===== config.mk =====
export PLATFORM = sky130hd
export DESIGN_NAME = dac_conv_queue
export DESIGN_NICKNAME = d
export VERILOG_FILES = /design/src/rtl/dcq_pkg.sv /design/src/rtl/dcq_unpack.sv /design/src/rtl/dcq_admit.sv /design/src/rtl/dcq_store.sv /design/src/rtl/dcq_route.sv /design/src/rtl/dac_conv_queue.sv
export SDC_FILE = /design/constraint.sdc
export NUM_CORES = 1
export LEC_CHECK = 0
export BUFFER_PORTS_ARGS = -buffer_cell sky130_fd_sc_hd__buf_2
export CELL_PAD_IN_SITES_DETAIL_PLACEMENT = 1
export CELL_PAD_IN_SITES_GLOBAL_PLACEMENT = 1
export CORE_AREA = 2 2 71 123
export DETAILED_ROUTE_END_ITERATION = 10
export DIE_AREA = 0 0 73 125
export GPL_ROUTABILITY_DRIVEN = 0
export PLACE_DENSITY = 0.76
export SLEW_MARGIN = 20
export SYNTH_ARGS = -nofsm -noshare
export SYNTH_HDL_FRONTEND = slang
export SYNTH_SLANG_ARGS = --single-unit

===== constraint.sdc =====
create_clock -name clk -period 2.9 [get_ports clk]
set_clock_uncertainty 0.1 [all_clocks]
set_input_delay 0.435 -clock clk [delete_from_list [all_inputs] [get_ports clk]]
set_output_delay 0.435 -clock clk [all_outputs]
set_load 0.02 [all_outputs]

===== src/rtl/dcq_pkg.sv =====
package dcq_pkg;
  localparam int SAMPLE_W = 12;
  localparam int CHAN_W   = 2;
  localparam int HALF_W   = 16;
  localparam int WORD_W   = 2 * HALF_W;

  typedef struct packed {
    logic [CHAN_W-1:0]   tag;
    logic [SAMPLE_W-1:0] sample;
  } dcq_entry_t;

  localparam int ENTRY_W = $bits(dcq_entry_t);
endpackage


===== src/rtl/dcq_unpack.sv =====
module dcq_unpack
  import dcq_pkg::*;
(
  input  logic [WORD_W-1:0] word,
  output dcq_entry_t        lo_entry,
  output dcq_entry_t        hi_entry
);
  localparam int TAG_LSB = SAMPLE_W;

  for (genvar h = 0; h < 2; h++) begin : g_half
    logic [HALF_W-1:0] half;
    dcq_entry_t        ent;
    assign half       = word[h*HALF_W +: HALF_W];
    assign ent.sample = half[SAMPLE_W-1:0];
    assign ent.tag    = half[TAG_LSB +: CHAN_W];
    if (h == 0) begin : g_lo
      assign lo_entry = ent;
    end else begin : g_hi
      assign hi_entry = ent;
    end
  end
endmodule


===== src/rtl/dcq_admit.sv =====
module dcq_admit #(
  parameter int DEPTH = 4,
  localparam int CW = $clog2(DEPTH + 1)
) (
  input  logic          clk,
  input  logic          rst_n,
  input  logic [CW-1:0] count,
  input  logic          word_mode,
  input  logic          conv_en,
  input  logic          wr_valid,
  output logic          wr_rdy,
  output logic          accept,
  output logic          ovr_err
);
  logic [CW-1:0] free_slots;
  logic          room;

  assign free_slots = CW'(DEPTH) - count;
  assign room       = word_mode ? (free_slots >= CW'(2)) : (free_slots != '0);
  assign wr_rdy     = conv_en && room;
  assign accept     = wr_valid && wr_rdy;

  always_ff @(posedge clk or negedge rst_n) begin
    if (!rst_n)                  ovr_err <= 1'b0;
    else if (wr_valid && !wr_rdy) ovr_err <= 1'b1;
  end

  // a paired write is admitted only with two free entries
  a_r5_pair_room: assert property (@(posedge clk) disable iff (!rst_n)
    (word_mode && wr_rdy) |-> (count <= CW'(DEPTH - 2)));
  // the overrun flag is sticky
  a_r7_ovr_sticky: assert property (@(posedge clk) disable iff (!rst_n)
    ovr_err |=> ovr_err);
  // a disabled converter blocks admission
  a_r6_conv_gate: assert property (@(posedge clk) disable iff (!rst_n)
    !conv_en |-> !accept);
endmodule


===== src/rtl/dcq_store.sv =====
module dcq_store
  import dcq_pkg::*;
#(
  parameter int DEPTH = 4,
  localparam int AW = $clog2(DEPTH),
  localparam int CW = $clog2(DEPTH + 1)
) (
  input  logic          clk,
  input  logic          rst_n,
  input  logic          push,
  input  logic          push_pair,
  input  dcq_entry_t    in_lo,
  input  dcq_entry_t    in_hi,
  input  logic          pop,
  output dcq_entry_t    head,
  output logic [CW-1:0] count
);
  dcq_entry_t    mem [DEPTH];
  logic [AW-1:0] wp, rp;
  logic [1:0]    n_in;
  logic          n_out;

  assign n_in  = push ? (push_pair ? 2'd2 : 2'd1) : 2'd0;
  assign n_out = pop && (count != '0);
  assign head  = mem[rp];

  always_ff @(posedge clk) begin
    if (push) begin
      mem[wp] <= in_lo;
      if (push_pair) mem[wp + AW'(1)] <= in_hi;
    end
  end

  always_ff @(posedge clk or negedge rst_n) begin
    if (!rst_n) begin
      wp    <= '0;
      rp    <= '0;
      count <= '0;
    end else begin
      wp    <= wp + AW'(n_in);
      rp    <= rp + AW'(n_out);
      count <= count + CW'(n_in) - CW'(n_out);
    end
  end

  // occupancy never exceeds the depth
  a_r4_no_overflow: assert property (@(posedge clk) disable iff (!rst_n)
    count <= CW'(DEPTH));
  // a pop with no push lowers the occupancy by one
  a_r9_one_pop: assert property (@(posedge clk) disable iff (!rst_n)
    (pop && !push && count != '0) |=> (count == $past(count) - CW'(1)));
  // a stalled non-empty head keeps its contents
  a_r9_head_hold: assert property (@(posedge clk) disable iff (!rst_n)
    (!pop && count != '0) |=> $stable(head));
endmodule


===== src/rtl/dcq_route.sv =====
module dcq_route
  import dcq_pkg::*;
(
  input  dcq_entry_t          head,
  input  logic                tag_en,
  input  logic [CHAN_W-1:0]   user_chan,
  output logic [SAMPLE_W-1:0] sample,
  output logic [CHAN_W-1:0]   chan
);
  always_comb begin
    sample = head.sample;
    chan   = tag_en ? head.tag : user_chan;
  end
endmodule


===== src/rtl/dac_conv_queue.sv =====
module dac_conv_queue
  import dcq_pkg::*;
#(
  parameter int DEPTH = 4
) (
  input  logic                clk,
  input  logic                rst_n,
  input  logic                cfg_word_mode,
  input  logic                cfg_tag_en,
  input  logic [CHAN_W-1:0]   cfg_user_chan,
  input  logic                conv_en,
  input  logic                wr_valid,
  input  logic [WORD_W-1:0]   wr_data,
  output logic                wr_rdy,
  output logic                ovr_err,
  output logic                cv_valid,
  input  logic                cv_ready,
  output logic [SAMPLE_W-1:0] cv_sample,
  output logic [CHAN_W-1:0]   cv_chan
);
  localparam int CW = $clog2(DEPTH + 1);

  dcq_entry_t    e_lo, e_hi, head;
  logic [CW-1:0] count;
  logic          accept, pop;

  dcq_unpack u_unpack (
    .word     (wr_data),
    .lo_entry (e_lo),
    .hi_entry (e_hi)
  );

  dcq_admit #(.DEPTH(DEPTH)) u_admit (
    .clk       (clk),
    .rst_n     (rst_n),
    .count     (count),
    .word_mode (cfg_word_mode),
    .conv_en   (conv_en),
    .wr_valid  (wr_valid),
    .wr_rdy    (wr_rdy),
    .accept    (accept),
    .ovr_err   (ovr_err)
  );

  assign cv_valid = (count != '0);
  assign pop      = cv_valid && cv_ready;

  dcq_store #(.DEPTH(DEPTH)) u_store (
    .clk       (clk),
    .rst_n     (rst_n),
    .push      (accept),
    .push_pair (cfg_word_mode),
    .in_lo     (e_lo),
    .in_hi     (e_hi),
    .pop       (pop),
    .head      (head),
    .count     (count)
  );

  dcq_route u_route (
    .head      (head),
    .tag_en    (cfg_tag_en),
    .user_chan (cfg_user_chan),
    .sample    (cv_sample),
    .chan      (cv_chan)
  );

  // a dropped write leaves the occupancy alone
  a_r7_drop_keeps: assert property (@(posedge clk) disable iff (!rst_n)
    (wr_valid && !wr_rdy && !pop) |=> (count == $past(count)));
  // stalled output sample holds
  a_r9_out_stable: assert property (@(posedge clk) disable iff (!rst_n)
    (cv_valid && !cv_ready) |=> (cv_valid && $stable(cv_sample)));
endmodule


==> results_dict.tcl <==
set metrics [dict create \
    status "completed" \
    die_area_mm2 0.00913 \
    synth_area_leaders "edfxtp_1 51%, mux2_2 20%, mux4_2 9.5%" \
    synthCells 191 \
    r2r_cells 9 \
    drv_cap 0 \
    period_needed_ns 2.76 \
    dp.cells 338 \
    place.port_buffers 53 \
    worstSkewPairLatency_ns 0.33 \
    synth-seq-cells 64 \
    setup_tns_ns 0 \
    antenna_found_initial 0 \
    syn_avg_cell_area_um2 17.4 \
    vias 1867 \
    grt_usage 0.172 \
    crit_arrival_ns 2.87 \
    wl_um 7130 \
    crit_chain "inv_1 > ha_1 > ha_1 > nor3b_4 > or2_2 > ha_1 > fa_1 > xor2_1 > xnor2_1" \
    report.final.slew_viol_count 0 \
    cp-start-kind "flip-flop" \
    peakVddDrop_v 0.000490 \
    async_flop_share 0.125 \
    path_max_fanout 5 \
    critPathMaxStageDelay_ns 0.44 \
    initial_core_util 0.406 \
    ys.flop_type "edfxtp_1" \
    fin_nets 309 \
    utilization 0.487 \
    holdCritStartpoint "wr_valid" \
    cts_buffers 9 \
    hold_class "in2reg" \
    final_cells 354 \
    worst_pin_slew_ns 0.921 \
    grt_pass1_vias 2161 \
    syn_nets 242 \
    cp_common_cell "ha_1" \
    die_x_um 73 \
    grt_start_max_net_pins 15 \
    route.detailed.drc 0 \
    r2r_slack_ns 0.14 \
    startpoint "u_store.count[1]$_DFF_PN0_" \
    n_antenna_cell 0 \
    drt-vias-per-instance 5.27 \
    synth_common_cells "58 x mux2_2, 56 x edfxtp_1, 14 x mux4_2" \
    fin_crit_sh 0.951 \
    netlist_area_mm2 0.00333 \
    ioPinCount 58 \
    synthDistinctLibCells 31 \
    rsz0062_at_grt "false" \
    clock_sinks 64 \
    crit_type "reg2reg" \
    num_rows 44 \
    crit_path_end_kind "flip-flop" \
    synth_edf_count 56 \
    drt-pass1-iter-count 4 \
    clk_pin_slew_worst_paths_ns 0.05 \
    yosysWarnings 0 \
    critPathRequiredTime_ns 3.01 \
    drtIter0Drc 131 \
    slew_headroom 0.384 \
    holdPathStages 3 \
    p_leak_nw 1.47 \
    cts_buffer_depth 2 \
    p_per_area_mw_per_mm2 877 \
    rr_startpoint "u_store.count[1]$_DFF_PN0_" \
    dieHeight_um 125 \
    overflow 0 \
    wl_per_cell_um 20.1 \
    crit_slowest_cell "nor3b_4" \
    root_buffer "clkbuf_16" \
    yosysTopAreaCell "edfxtp_1" \
    drive_above_1_share 0.588 \
    finalSetupViolations 0 \
    cts_tree "done" \
    htreeDepth 3 \
    syn_to_final_growth_pct 20.2 \
    ys_seq_area_frac 0.566 \
    synth_top_area_frac 0.505 \
    grt_first_pass_wirelength_um 11400 \
    max_freq_ghz 0.363 \
    place_hpwl_um 4890 \
    core_area_mm2 0.00820 \
    postRouteAntennaNets 0 \
    synth_most_common_cell "mux2_2" \
    hold_viol 0 \
]
## metrics by stage
stage                     area, um^2  hold slack, ns  worst slack, ns  power, mW
after global routing            4000           0.327          0.00612       3.68
final                           4000           0.288            0.142       3.50
after floorplan                 3330          0.0394           0.0621       2.23
after detailed placement        3740           0.205            0.125       2.62
after global placement          3740           0.200            0.170       2.58
after CTS                       4000           0.282            0.105       3.56
## timing repair
action | in CTS | in global routing
gates resized for setup | 0 | 0
hold endpoints to repair | 8 | 0
hold buffers | 1 | 0
buffers inserted | 0 | 0
setup endpoints to repair | 0 | 0
## final timing paths
path | to
max | u_store.count[2]$_DFF_PN0_
min | u_admit.ovr_err$_DFFE_PN0P_
max reg2reg | u_store.count[2]$_DFF_PN0_
min reg2reg | u_admit.ovr_err$_DFFE_PN0P_
max in group asynchronous | u_store.count[1]$_DFF_PN0_
min in group asynchronous | u_admit.ovr_err$_DFFE_PN0P_
## logic make-up after synthesis
| family | synth area share |
|---|---|
| simple gates | 0.0602 |
| compound gates | 0.00527 |
| buf+inv | 0.0248 |
| fa+ha+maj | 0.0399 |
| mux | 0.291 |
| xor+xnor | 0.0132 |
| flops | 0.566 |
## cell type report
| type | instances | area [um^2] |
|---|---|---|
| repair buffers | 64 | 350 |
| fillers | 808 | 4210 |
| flip-flops and latches | 64 | 1880 |
| inverters | 8 | 30.0 |
| clock inverters | 2 | 7.51 |
| clock buffers | 13 | 240 |
| multi-input cells | 111 | 1370 |
| well taps | 92 | 115 |
## report_power, final
group / total (mW) / switching [mW] / internal, mW
Combinational: 1.29 / 0.692 / 0.595
Sequential: 1.29 / 0.0995 / 1.19
Clock: 0.925 / 0.358 / 0.568
## state kept, by name, indices dropped and copies added, names as in the netlist
signal           count
u_store.mem         56
u_store.rp           2
u_store.count        3
u_admit.ovr_err      1
u_store.wp           2
## placed cells by master (no fill, tap or decap), types with 2 or more instances in the layout
cell type  synthesis  routed
nand2b_1           2       2
xnor2_1            2       2
buf_2              3      53
clkbuf_1           1       4
mux4_2            14      14
or2_2              2       2
ha_1               9       9
xor2_1             3       3
clkinv_1           0       2
a21oi_1            2       2
inv_1              8       8
nor2_1             2       2
buf_4              3      10
clkbuf_16          0       9
edfxtp_1          56      56
dfrtp_1            8       8
mux2_2            58      58
nor3_4             3       3
## worst max-delay path, delay by kind of cell (launching register included)
kind	cells	cell delay [ns]
and+or+nand+nor	2	0.66
DFF	1	0.36
xor gates and xnor gates	2	0.28
buffers and inverters	1	0.07
adders and majority gates	4	1.16
## metal layers
layer | vias to the layer above | share of wire | global-route usage
met5 | - | 0 | 0
met4 | 0 | 0.020 | 0.0719
met3 | 8 | 0.047 | 0.0483
met2 | 45 | 0.55 | 0.302
met1 | 934 | 0.38 | 0.189
li1 | 880 | - | -
No activity file was read; power rests on OpenSTA's default activity.
